## config.mk

```make
export PLATFORM = sky130hd
export DESIGN_NAME = bus_resp_monitor
export DESIGN_NICKNAME = d
export VERILOG_FILES = /design/src/rtl/bmon_pkg.sv /design/src/rtl/bmon_limit_dec.sv /design/src/rtl/bmon_timer.sv /design/src/rtl/bus_resp_monitor.sv
export SDC_FILE = /design/constraint.sdc
export NUM_CORES = 1
export LEC_CHECK = 0
export BUFFER_PORTS_ARGS = -buffer_cell sky130_fd_sc_hd__buf_2
export CORE_UTILIZATION = 56
export DETAILED_ROUTE_END_ITERATION = 8
export GPL_TIMING_DRIVEN = 0
export PLACE_DENSITY = 0.78
export SETUP_SLACK_MARGIN = 0.2
export SKIP_CTS_REPAIR_TIMING = 1
export SYNTH_ARGS = -nofsm -noshare
export SYNTH_HDL_FRONTEND = slang
export SYNTH_HIERARCHICAL = 1
export SYNTH_SLANG_ARGS = --single-unit
```

## constraint.sdc

```tcl
create_clock -name clk -period 2.8 [get_ports clk]
set_input_delay 0.14 -clock clk [delete_from_list [all_inputs] [get_ports clk]]
set_output_delay 0.14 -clock clk [all_outputs]
set_load 0.03 [all_outputs]
```

## src/rtl/bmon_pkg.sv

```systemverilog
package bmon_pkg;
  localparam int unsigned CODE_W    = 2;
  localparam int unsigned NUM_CODES = 1 << CODE_W;
endpackage

```

## src/rtl/bmon_limit_dec.sv

```systemverilog
module bmon_limit_dec
  import bmon_pkg::*;
#(
  parameter int unsigned BASE_LIMIT = 8,
  parameter int unsigned CNT_W      = 7
) (
  input  logic [CODE_W-1:0] code,
  output logic [CNT_W-1:0]  limit
);
  logic [CNT_W-1:0] tbl [NUM_CODES];

  // Highest code gives the shortest limit; each step down doubles it.
  for (genvar i = 0; i < NUM_CODES; i++) begin : g_tbl
    assign tbl[i] = CNT_W'(BASE_LIMIT << (NUM_CODES - 1 - i));
  end

  assign limit = tbl[code];
endmodule

```

## src/rtl/bmon_timer.sv

```systemverilog
module bmon_timer #(
  parameter int unsigned CNT_W = 7
) (
  input  logic             clk,
  input  logic             rst,
  input  logic             clear,
  input  logic             run,
  input  logic [CNT_W-1:0] limit,
  output logic             at_last
);
  logic [CNT_W-1:0] cnt_q;

  always_ff @(posedge clk) begin
    if (rst || clear) cnt_q <= '0;
    else if (run)     cnt_q <= cnt_q + 1'b1;
  end

  assign at_last = (cnt_q == limit - 1'b1);

  // a running count never reaches the latched limit
  a_r2_below_limit: assert property (@(posedge clk) disable iff (rst)
    run |-> (cnt_q < limit));
endmodule

```

## src/rtl/bus_resp_monitor.sv

```systemverilog
module bus_resp_monitor
  import bmon_pkg::*;
#(
  parameter int unsigned BASE_LIMIT = 8
) (
  input  logic              clk,
  input  logic              rst,
  input  logic              cyc_start,
  input  logic              dsack,
  input  logic              avec,
  input  logic              split_word,
  input  logic [CODE_W-1:0] tmo_sel,
  input  logic              mon_en,
  input  logic              freeze,
  input  logic              frz_disable,
  input  logic              lp_stop,
  output logic              bus_err,
  output logic              busy
);
  localparam int unsigned MAX_LIMIT = BASE_LIMIT << (NUM_CODES - 1);
  localparam int unsigned CNT_W     = $clog2(MAX_LIMIT + 1);

  logic             active, ack, final_ack, expire, tmr_clear, at_last;
  logic             busy_q, half2_q, err_q;
  logic [CNT_W-1:0] dec_limit, lim_q;

  bmon_limit_dec #(.BASE_LIMIT(BASE_LIMIT), .CNT_W(CNT_W)) u_dec (
    .code  (tmo_sel),
    .limit (dec_limit)
  );

  assign active    = mon_en && !(freeze && frz_disable) && !lp_stop;
  assign ack       = dsack || avec;
  assign final_ack = busy_q && ack && !half2_q;
  assign expire    = busy_q && at_last && !final_ack;
  assign tmr_clear = !active || cyc_start || final_ack || expire;

  bmon_timer #(.CNT_W(CNT_W)) u_tmr (
    .clk     (clk),
    .rst     (rst),
    .clear   (tmr_clear),
    .run     (busy_q),
    .limit   (lim_q),
    .at_last (at_last)
  );

  always_ff @(posedge clk) begin
    if (rst) begin
      busy_q  <= 1'b0;
      half2_q <= 1'b0;
      err_q   <= 1'b0;
      lim_q   <= '0;
    end else begin
      err_q <= 1'b0;
      if (!active) begin
        busy_q  <= 1'b0;
        half2_q <= 1'b0;
      end else if (cyc_start) begin
        busy_q  <= 1'b1;
        half2_q <= split_word;
        lim_q   <= dec_limit;
      end else if (final_ack) begin
        busy_q  <= 1'b0;
      end else if (expire) begin
        busy_q  <= 1'b0;
        half2_q <= 1'b0;
        err_q   <= 1'b1;
      end else if (busy_q && ack) begin
        half2_q <= 1'b0;
      end
    end
  end

  assign bus_err = err_q;
  assign busy    = busy_q;

  // reset leaves both outputs low
  a_r1_reset_idle: assert property (@(posedge clk)
    rst |=> (!busy && !bus_err));
  // error is a single clock and never overlaps a timed cycle
  a_r3_single_pulse: assert property (@(posedge clk) disable iff (rst)
    bus_err |=> !bus_err);
  a_r3_err_not_busy: assert property (@(posedge clk) disable iff (rst)
    bus_err |-> !busy);
  // final acknowledge ends the cycle cleanly
  a_r4_ack_clean: assert property (@(posedge clk) disable iff (rst)
    (active && !cyc_start && final_ack) |=> (!busy && !bus_err));
  // first half acknowledge before expiry keeps the cycle open
  a_r5_first_half: assert property (@(posedge clk) disable iff (rst)
    (active && !cyc_start && busy && ack && half2_q && !at_last) |=> busy);
  // disabled monitor stays idle
  a_r6_disabled_idle: assert property (@(posedge clk) disable iff (rst)
    !mon_en |=> (!busy && !bus_err));
  // frozen with freeze-disable stays idle
  a_r7_frozen_idle: assert property (@(posedge clk) disable iff (rst)
    (freeze && frz_disable) |=> (!busy && !bus_err));
  // low-power stop stays idle
  a_r8_stop_idle: assert property (@(posedge clk) disable iff (rst)
    lp_stop |=> (!busy && !bus_err));
  // a start while active always opens a cycle
  a_r9_start_busy: assert property (@(posedge clk) disable iff (rst)
    (active && cyc_start) |=> (busy && !bus_err));
endmodule

```

==> Word-level counts from Yosys, hierarchy flattened <==
Index checks and enable logic that the tools add are counted.
{ "word_totals": {"regBits": 17, "word_cells": 46, "out_inout_bits": 2} }
{ "op_classes": {"addsub": 2, "n_reduce_logical": 23, "bitwise": 2, "eq_ne": 2, "order_cmp": 1, "mux": 11} }
{ "op_table": {"columns": ["operator", "n"], "rows": [
  ["binary-select mux 7 bit (select 2 bit)", 1],
  ["two-way mux 7 bit", 2],
  ["two-way mux 1 bit", 8],
  ["adder 7 x 1 -> 7 bit, second input constant", 1],
  ["== test 7 bit", 1],
  ["logical AND 1 bit", 7],
  ["subtractor 7 x 1 -> 7 bit, second input constant", 1],
  ["nonzero test 3 bit", 2],
  ["zero test 1 bit", 5],
  ["logical OR 1 bit", 5],
  ["AND reduction 2 bit", 2],
  ["OR reduction 4 bit", 1],
  ["greater-or-equal comparator 3 bit, second input constant", 1],
  ["inverter 2 -> 3 bit", 1],
  ["!= test 2 bit, second input constant", 1],
  ["OR reduction 2 bit", 1],
  ["inverter 1 bit", 1]
]} }

==> Logic depth before layout (Yosys ltp) <==
Gate-level depths: netlist (run 1).
{ "depth": {"ltp_word": 9, "depth_mapped": 12, "depth_no_buf": 11} }

==> Hierarchy <==
The synthesis (run 1) kept the hierarchy.
{ "modules_own_cells": {"columns": ["mod", "seq_area_each_um2", "n_inst", "area_per_inst_um2", "cells_per_inst"], "rows": [
  ["bmon_timer", 140.1, 1, 504.2, 60],
  ["bus_resp_monitor", 200.2, 1, 476.7, 48],
  ["bmon_limit_dec", 0.0, 1, 52.6, 8]
]} }

==> Least setup slack after synthesis (run 1) <==
OpenSTA, ideal clock, no wires.
{ "synth_path": {"path_type": "reg-to-reg", "from": "register lim_q[0]", "to": "register u_tmr.cnt_q[5]", "stages_incl_launch_ff": 13, "synth_period_minus_slack_ps": 2231, "arrival_ps": 2161, "slack_ps": 569, "required_ps": 2730, "setup_ps": 70, "path_buffers": 1, "path_cell_list": "dfxtp_1 -> inv_1 -> ha_1 -> nor3b_4 -> xnor2_1 -> a22oi_1 -> a221oi_2 -> inv_1 -> nand2_1 -> a211o_2 -> or2_2 -> clkbuf_1 -> a21oi_1"} }
{ "synth_via": {"elab_chain_len": 6} }
{ "synth_lines": {"columns": ["item", "line", "source"], "rows": [
  ["from (decl)", "bus_resp_monitor.sv:25", "logic [CNT_W-1:0] dec_limit, lim_q;"],
  ["from (signal assigned)", "bus_resp_monitor.sv:61", "lim_q <= dec_limit;"],
  ["subtractor 7 x 1 -> 7 bit", "bmon_timer.sv:18", "assign at_last = (cnt_q == limit - 1'b1);"],
  ["== test 7 bit", "bmon_timer.sv:18", null],
  ["via at_last", "bus_resp_monitor.sv:23", "logic active, ack, final_ack, expire, tmr_clear, at_last;"],
  ["logical AND 1 bit (2 in series)", "bus_resp_monitor.sv:35", "assign expire = busy_q && at_last && !final_ack;"],
  ["logical OR 1 bit", "bus_resp_monitor.sv:36", "assign tmr_clear = !active || cyc_start || final_ack || expire;"],
  ["via tmr_clear", "bus_resp_monitor.sv:23", null],
  ["logical OR 1 bit", "bmon_timer.sv:14", "if (rst || clear) cnt_q <= '0;"],
  ["to (signal assigned)", "bmon_timer.sv:15", "else if (run) cnt_q <= cnt_q + 1'b1;"],
  ["to (decl)", "bmon_timer.sv:11", "logic [CNT_W-1:0] cnt_q;"]
]} }
The timed path passes the listed nets, and every way through them passes these cells.
A chain may end at the register's enable or synchronous reset.

==> Worst setup path after layout (run 1) <==
{ "layout_path": {"from": "register lim_q[1]", "to": "register u_tmr.cnt_q[6]"} }
Same word-level chain as after synthesis.

==> load_flow_metrics.sql, run 1 <==
INSERT INTO impl_metrics (metric_group, metric, value, unit) VALUES
('synth', 'synthesis_stage_register_bit_count', '17', ''),
('critical_path', 'critical_path.reg2reg.startpoint', 'lim_q[1]', ''),
('critical_path', 'crit_path_cell_trace', 'inv_1, ha_1, nor3b_4, xnor2_1, a22oi_1, a221oi_2, inv_1, nand2_1, a211o_2, or2_2, a21oi_1', ''),
('route', 'met2_wirelength', '902', 'µm'),
('floorplan', 'core-area', '1730', 'µm²'),
('clock_network', 'cts-htree-levels', '1', ''),
('clock_network', 'clock_path_buffers', '2', ''),
('synth', 'flip_flop_cell_with_the_highest_count_after_synthesis', 'sky130_fd_sc_hd__dfxtp_1', ''),
('synth', 'synth.avg_cell_area', '8.91', 'µm²'),
('critical_path', 'worst-path-buf-inv', '2', ''),
('critical_path', 'criticalPathCategory', 'register to register', ''),
('global_routing', 'grt-ovfl-total', '0', ''),
('sta', 'finalClockSkew', '0.00179', 'ns'),
('floorplan', 'rows', '15', ''),
('global_routing', 'number_of_global_route_vias_before_repair', '765', ''),
('floorplan', 'design.die.area', '2020', 'µm²'),
('clock_network', 'cts_tree', 'done', ''),
('route', 'wl', '1870', 'µm'),
('route', 'avgViaCountPerCell', '5.11', ''),
('route', 'met3WireLength', '45', 'µm'),
('critical_path', 'critical_path.max_stage_delay', '0.41', 'ns'),
('critical_path', 'timing.critical_path.to_type', 'register', ''),
('min_path', 'min-delay-path-class', 'input port to register', ''),
('floorplan', 'num_io_pins', '14', ''),
('synth', 'synth-edff-count', '0', ''),
('place', 'dpl_cells', '156', ''),
('min_path', 'timing.hold.worst_endpoint', 'lim_q[6]', ''),
('global_routing', 'grt_first_pass_wirelength', '3330', 'µm'),
('synth', 'syn-instance-count', '116', ''),
('global_routing', 'antenna_found_initial', '0', ''),
('place', 'numPortBuffers', '13', ''),
('route', 'top_signal_layer_used', 'met4', ''),
('critical_path', 'r2r_end', 'u_tmr/cnt_q[6]', ''),
('critical_path', 'cp_top_family', 'compound AO/OA/AOI/OAI gates', ''),
('critical_path', 'cp_slowest_cell', 'sky130_fd_sc_hd__dfxtp_1', ''),
('clock_network', 'cts_inserted_buffers', '3', ''),
('clock_network', 'worstSkewPairLatency', '0.29', 'ns'),
('route', 'ant_nets', '0', ''),
('sta', 'final_max_slew_viol_count', '0', ''),
('synth', 'post-synth-top-area-cell', 'sky130_fd_sc_hd__dfxtp_1', ''),
('place', 'final_weighted_congestion_of_routability_driven_global_placement', '0.748', ''),
('finish', 'final_layout_size_suffix_gt1_share', '22.4', '%'),
('synth', 'seq_area_frac_synth', '32.9', '%'),
('clock_network', 'clock_pin_slew_on_the_worst_setup_and_hold_paths', '0.10', 'ns'),
('job', 'drv_cap', '0', ''),
('pwr', 'ir_worst_vdd', '0.222', 'mV'),
('clock_network', 'clock-root-buffer', 'sky130_fd_sc_hd__clkbuf_4', ''),
('sta', 'max_clock_freq', '420', 'MHz'),
('pwr', 'cellLeakagePower', '0.000438', 'µW'),
('route', 'vias', '813', ''),
('global_routing', 'grt_max_degree', '11', ''),
('synth', 'synthMostInstantiatedCell', 'sky130_fd_sc_hd__dfxtp_1', ''),
('critical_path', 'cp_data_required_time', '3.03', 'ns'),
('floorplan', 'die_y', '45.0', 'µm'),
('sta', 'rsz0062_at_grt', 'false', ''),
('synth', 'syn_area', '1030', 'µm²'),
('min_path', 'hold_path_depth', '4', ''),
('global_routing', 'groute.usage.overall', '23.3', '%'),
('synth', 'synth_cell_type_count', '36', ''),
('synth', 'synth_top_area_share', '32.9', '%'),
('route', 'drt_met1_wl', '911', 'µm'),
('clock_network', 'cts_num_sinks', '17', ''),
('sta', 'layout_min_cycle_time', '2.38', 'ns'),
('critical_path', 'worstPathArrival', '2.61', 'ns'),
('route', 'drt-pass1-iter-count', '4', ''),
('finish', 'finalNetCount', '149', ''),
('place', 'place_hpwl', '1430', 'µm'),
('synth', 'synth.cells.most_frequent', '17 x sky130_fd_sc_hd__dfxtp_1, 15 x sky130_fd_sc_hd__nand2b_1, 9 x sky130_fd_sc_hd__mux2i_1, 9 x sky130_fd_sc_hd__nor2_1', ''),
('route', 'drcViolationCount', '0', ''),
('outcome', 'status', 'finished, final reports clean', ''),
('synth', 'synth.area.top_cells', 'sky130_fd_sc_hd__dfxtp_1 33%, sky130_fd_sc_hd__nand2b_1 9.1%, sky130_fd_sc_hd__mux2i_1 8.7%', '');
cell usage in the layout, fill, tap and decap left out, drive strengths merged, types with 2 or more instances in the layout:
master / count
mux2i: 9
buf: 17
a21oi: 3
nand2b: 15
or3: 3
xnor2: 6
a22oi: 2
nor3: 3
clkbuf: 5
conb: 3
o21ai: 2
inv: 5
nand2: 6
xor2: 6
dfxtp: 17
and2b: 2
nor2: 9
nand3: 2
nand4: 2
ha: 2
nand4b: 2
metal layers:
layer,GRT usage [%],vias to the layer above
li1,-,427
met1,30.6,372
met2,36.5,12
met3,4.80,2
met4,10.9,0
met5,0,-
where the power goes:
group | total [µW] | switching (µW) | leakage (µW) | internal, µW
sequential | 249 | 4.44 | 0.000138 | 245
clock | 133 | 77.8 | 0.0000150 | 55.4
combinational | 55.6 | 25.2 | 0.000285 | 30.5
kinds of logic (layout without fill, tap and decap cells):
| group | after synthesis | count (layout) | share of synthesized area [%] |
|---|---|---|---|
| AO/OA/AOI/OAI | 12 | 12 | 8.72 |
| XOR/XNOR | 12 | 12 | 10.9 |
| adder cells (fa/ha/maj) | 2 | 2 | 2.42 |
| buffers and inverters | 11 | 27 | 5.81 |
| flip-flops | 17 | 17 | 32.9 |
| multiplexers | 9 | 9 | 8.72 |
| other | 1 | 3 | 0.363 |
| AND/OR/NAND/NOR | 52 | 52 | 30.1 |
worst max-delay path by stage:
| stage | from | to | cells after the start |
|---|---|---|---|
| 2_1_floorplan | lim_q[0] | u_tmr/cnt_q[5] | 12 |
| 3_3_place_gp | lim_q[0] | u_tmr/cnt_q[1] | 12 |
| 3_5_place_dp | lim_q[0] | u_tmr/cnt_q[2] | 12 |
| 4_1_cts | lim_q[0] | u_tmr/cnt_q[2] | 12 |
| 5_1_grt | lim_q[0] | u_tmr/cnt_q[6] | 11 |
| 6_report | lim_q[1] | u_tmr/cnt_q[6] | 11 |
layout make-up:
cell class,instances,area (µm²)
multi-input cells,90,641
fillers,149,566
flip-flops and latches,17,342
repair buffers,13,65.1
plain buffers,5,37.5
well taps,25,31.3
clock buffers,4,26.3
inverters,5,18.8
metrics by stage:
| step | worst slack (ns) | total power, µW | instance area, µm² | hold slack, ns | util (%) |
|---|---|---|---|---|---|
| 2_1_floorplan | 0.569 | 293 | 1040 | 0.308 | - |
| 3_3_place_gp | 0.308 | 308 | 1140 | 0.454 | 65.9 |
| 3_5_place_dp | 0.246 | 310 | 1140 | 0.471 | 65.9 |
| 4_1_cts | 0.223 | 445 | 1160 | 0.144 | 67.4 |
| 5_1_grt | 0.245 | 466 | 1160 | 0.154 | 67.2 |
| 6_report | 0.420 | 438 | 1160 | 0.155 | 67.2 |
tightest hold or removal path, stage by stage:
cell and delay, ns:
sky130_fd_sc_hd__buf_2 0.10, sky130_fd_sc_hd__nor2_1 0.04, sky130_fd_sc_hd__nand2b_1 0.06, sky130_fd_sc_hd__mux2i_1 0.06
sequential cells by signal, summed over array words and instances (netlist names):
| register | cells |
|---|---|
| lim_q | 7 |
| u_tmr/cnt_q | 7 |
| bus_err | 1 |
| busy | 1 |
| half2_q | 1 |
No activity file was read; power rests on OpenSTA's default activity.
==> run 2, diff against run 1 <==
Settings changed: ABC_AREA set to 1.
Clock period 2.8 ns to 2.4 ns, I/O delays scaled along.
==> run 2 against run 1 <==
Compared with the run above:
- via count up 21%
- combinational power up 62%
- hold slack worse by 0.081 ns
- register-to-register slack better by 0.03 ns
- sequential share of layout area up 0.063 points
- critical path type unchanged
- die area down 0.69%
==> load_flow_metrics.sql, run 2 <==
INSERT INTO impl_metrics (metric_group, metric, value, unit) VALUES
('outcome', 'status', 'finished, final reports clean', ''),
('finish', 'final_layout_size_suffix_gt1_share', '18.9', '%'),
('sta', 'setup_total_negative_slack', '0', 'ns'),
('synth', 'flip_flop_cell_with_the_highest_count_after_synthesis', 'sky130_fd_sc_hd__dfxtp_1', ''),
('critical_path', 'setup.worst_path.start', 'lim_q[0]', ''),
('route', 'vias', '981', ''),
('job', 'drv_cap', '0', ''),
('place', 'final_weighted_congestion_of_routability_driven_global_placement', '0.804', ''),
('sta', 'timing.final.ws_setup', '0.454', 'ns'),
('route', 'ant_nets', '0', ''),
('clock_network', 'clock_path_buffers', '2', ''),
('global_routing', 'antenna_found_initial', '0', ''),
('finish', 'num-fill-cells', '173', ''),
('clock_network', 'cts_tree', 'done', ''),
('route', 'drcViolationCount', '0', ''),
('critical_path', 'critPathMaxFanout', '6', ''),
('floorplan', 'core-area', '1730', 'µm²'),
('clock_network', 'clock-root-buffer', 'sky130_fd_sc_hd__clkbuf_4', ''),
('clock_network', 'clock_pin_slew_on_the_worst_setup_and_hold_paths', '0.10', 'ns'),
('min_path', 'min-delay-path-class', 'input port to register', ''),
('route', 'wl_per_cell', '9.82', 'µm'),
('critical_path', 'cp_data_required_time', '2.61', 'ns'),
('sta', 'layout_min_cycle_time', '1.95', 'ns'),
('floorplan', 'initial_util', '59.4', '%'),
('synth', 'synth_cell_type_count', '25', ''),
('synth', 'synth.area.top_cells', 'sky130_fd_sc_hd__dfxtp_1 33%, sky130_fd_sc_hd__nand2_1 12%, sky130_fd_sc_hd__nor2_1 12%', ''),
('critical_path', 'critical_path.reg2reg.startpoint', 'lim_q[0]', ''),
('synth', 'synth_top_area_share', '33.2', '%'),
('clock_network', 'cts_inserted_buffers', '3', ''),
('sta', 'finalClockSkew', '0.00359', 'ns'),
('floorplan', 'design.die.area', '2010', 'µm²'),
('synth', 'seq_area_frac_synth', '33.2', '%'),
('sta', 'report.final.hold_viol_count', '0', ''),
('clock_network', 'worstSkewPairLatency', '0.29', 'ns'),
('route', 'met2_wirelength', '965', 'µm'),
('critical_path', 'startpoint_types', 'register', ''),
('floorplan', 'die_y', '44.8', 'µm'),
('critical_path', 'criticalPathCategory', 'register to register', ''),
('global_routing', 'groute.usage.overall', '23.0', '%'),
('global_routing', 'number_of_global_route_vias_before_repair', '845', ''),
('pwr', 'cellLeakagePower', '0.000552', 'µW'),
('synth', 'synth.avg_cell_area', '6.58', 'µm²'),
('finish', 'final_core_util', '67.1', '%'),
('synth', 'postSynth.asyncResetShare', '0', '%'),
('floorplan', 'rows', '15', ''),
('place', 'place_hpwl', '1540', 'µm'),
('finish', 'layout_top_registers', 'lim_q x7, u_tmr/cnt_q x7', ''),
('sta', 'period_share', '81.1', '%'),
('synth', 'synthesis_stage_register_bit_count', '17', ''),
('floorplan', 'num_io_pins', '14', ''),
('route', 'first_iter_violations', '27', ''),
('sta', 'max_clock_freq', '514', 'MHz'),
('synth', 'synth-edff-count', '0', ''),
('pwr', 'ir_worst_vdd', '0.376', 'mV'),
('finish', 'ant_diodes', '0', ''),
('min_path', 'worstHoldStart', 'split_word', ''),
('global_routing', 'grt_first_pass_wirelength', '3360', 'µm'),
('finish', 'most-common-layout-cells', '33 x sky130_fd_sc_hd__nand2_1, 33 x sky130_fd_sc_hd__nor2_1, 20 x sky130_fd_sc_hd__inv_1', ''),
('sta', 'worst_hold_slack', '0.0738', 'ns'),
('clock_network', 'cts-htree-levels', '1', ''),
('route', 'top_signal_layer_used', 'met4', ''),
('floorplan', 'die_width', '44.8', 'µm'),
('synth', 'post-synth-top-area-cell', 'sky130_fd_sc_hd__dfxtp_1', ''),
('route', 'avgViaCountPerCell', '4.91', ''),
('global_routing', 'grt-ovfl-total', '0', ''),
('route', 'drt-pass1-iter-count', '4', ''),
('critical_path', 'worstPathArrival', '2.16', 'ns'),
('route', 'drt_met1_wl', '929', 'µm'),
('critical_path', 'timing.critical_path.to_type', 'register', ''),
('place', 'detailedPlace.worstSlack', '0.401', 'ns'),
('finish', 'area.growth.synth_to_final', '12.9', '%'),
('sta', 'finalSetupViolCount', '0', ''),
('route', 'wl', '1960', 'µm'),
('finish', 'layout.cells.non_filler', '200', ''),
('synth', 'synth.cells.most_frequent', '33 x sky130_fd_sc_hd__nand2_1, 33 x sky130_fd_sc_hd__nor2_1, 20 x sky130_fd_sc_hd__inv_1', ''),
('pwr', 'p_per_area', '466', 'nW/µm²'),
('place', 'numPortBuffers', '13', ''),
('synth', 'syn-instance-count', '156', ''),
('synth', 'yosys_warnings', '6', ''),
('global_routing', 'grt_max_degree', '13', ''),
('route', 'met3WireLength', '52', 'µm'),
('place', 'dpl_cells', '196', ''),
('finish', 'finalNetCount', '190', ''),
('sta', 'final_max_slew_viol_count', '0', ''),
('synth', 'syn_area', '1030', 'µm²'),
('sta', 'rsz0062_at_grt', 'false', ''),
('clock_network', 'cts_num_sinks', '17', '');
## run 2: cell families (layout without fill, tap and decap cells)
kind of cell             after synthesis  in the layout  synth area share (%)
AO/OA/AOI/OAI                         17             17                  8.66
XOR/XNOR                               4              4                  3.41
adder cells (fa/ha/maj)                2              2                  2.44
buffers and inverters                 26             43                  10.6
flip-flops                            17             17                  33.2
other                                  1              3                 0.366
AND/OR/NAND/NOR                       89             89                  41.3
## run 2: layer usage
layer	vias up	track usage, %
met5	-	0
met4	0	9.09
met3	2	4.80
met2	19	39.4
met1	441	27.9
li1	519	-
## run 2: final cells by class
cell class	count	area [µm²]	area share [%]
clock buffers	3	22.5	1.94
inverters	23	86.3	7.45
clock inverters	1	5.00	0.432
multi-input cells	115	584	50.4
flip-flops and latches	17	342	29.5
repair buffers	13	65.1	5.62
plain buffers	3	22.5	1.94
well taps	25	31.3	2.70
## run 2: final timing paths
kind / end / slack [ns] / cells past startpoint
max: u_tmr/cnt_q[1] / 0.45 / 13
min: half2_q / 0.07 / 3
max reg2reg: u_tmr/cnt_q[1] / 0.45 / 13
min reg2reg: half2_q / 0.50 / 2
## run 2: metrics by stage
step | cell area, µm² | power [µW]
floorplan | 1030 | 365
global placement | 1130 | 385
detailed placement | 1130 | 390
CTS | 1160 | 542
global route | 1160 | 571
finish | 1160 | 540
## run 2: critical path, stage by stage, from the launching register on
cell,delay (ns)
sky130_fd_sc_hd__dfxtp_2,0.40
sky130_fd_sc_hd__inv_2,0.06
sky130_fd_sc_hd__ha_1,0.25
sky130_fd_sc_hd__inv_1,0.11
sky130_fd_sc_hd__nand2_1,0.07
sky130_fd_sc_hd__nand3_1,0.07
sky130_fd_sc_hd__nand2_1,0.05
sky130_fd_sc_hd__nand4_1,0.08
sky130_fd_sc_hd__nor2_1,0.05
sky130_fd_sc_hd__nand2_1,0.12
sky130_fd_sc_hd__nand4_1,0.16
sky130_fd_sc_hd__nor2_4,0.20
sky130_fd_sc_hd__inv_1,0.09
sky130_fd_sc_hd__a211oi_1,0.16
## run 2: report_power, final
part / switching [µW] / leakage, µW / total [µW] / internal [µW]
clock network: 91.6 / 0.0000177 / 154 / 61.9
logic: 52.8 / 0.000396 / 90.2 / 37.4
registers: 7.62 / 0.000138 / 296 / 288
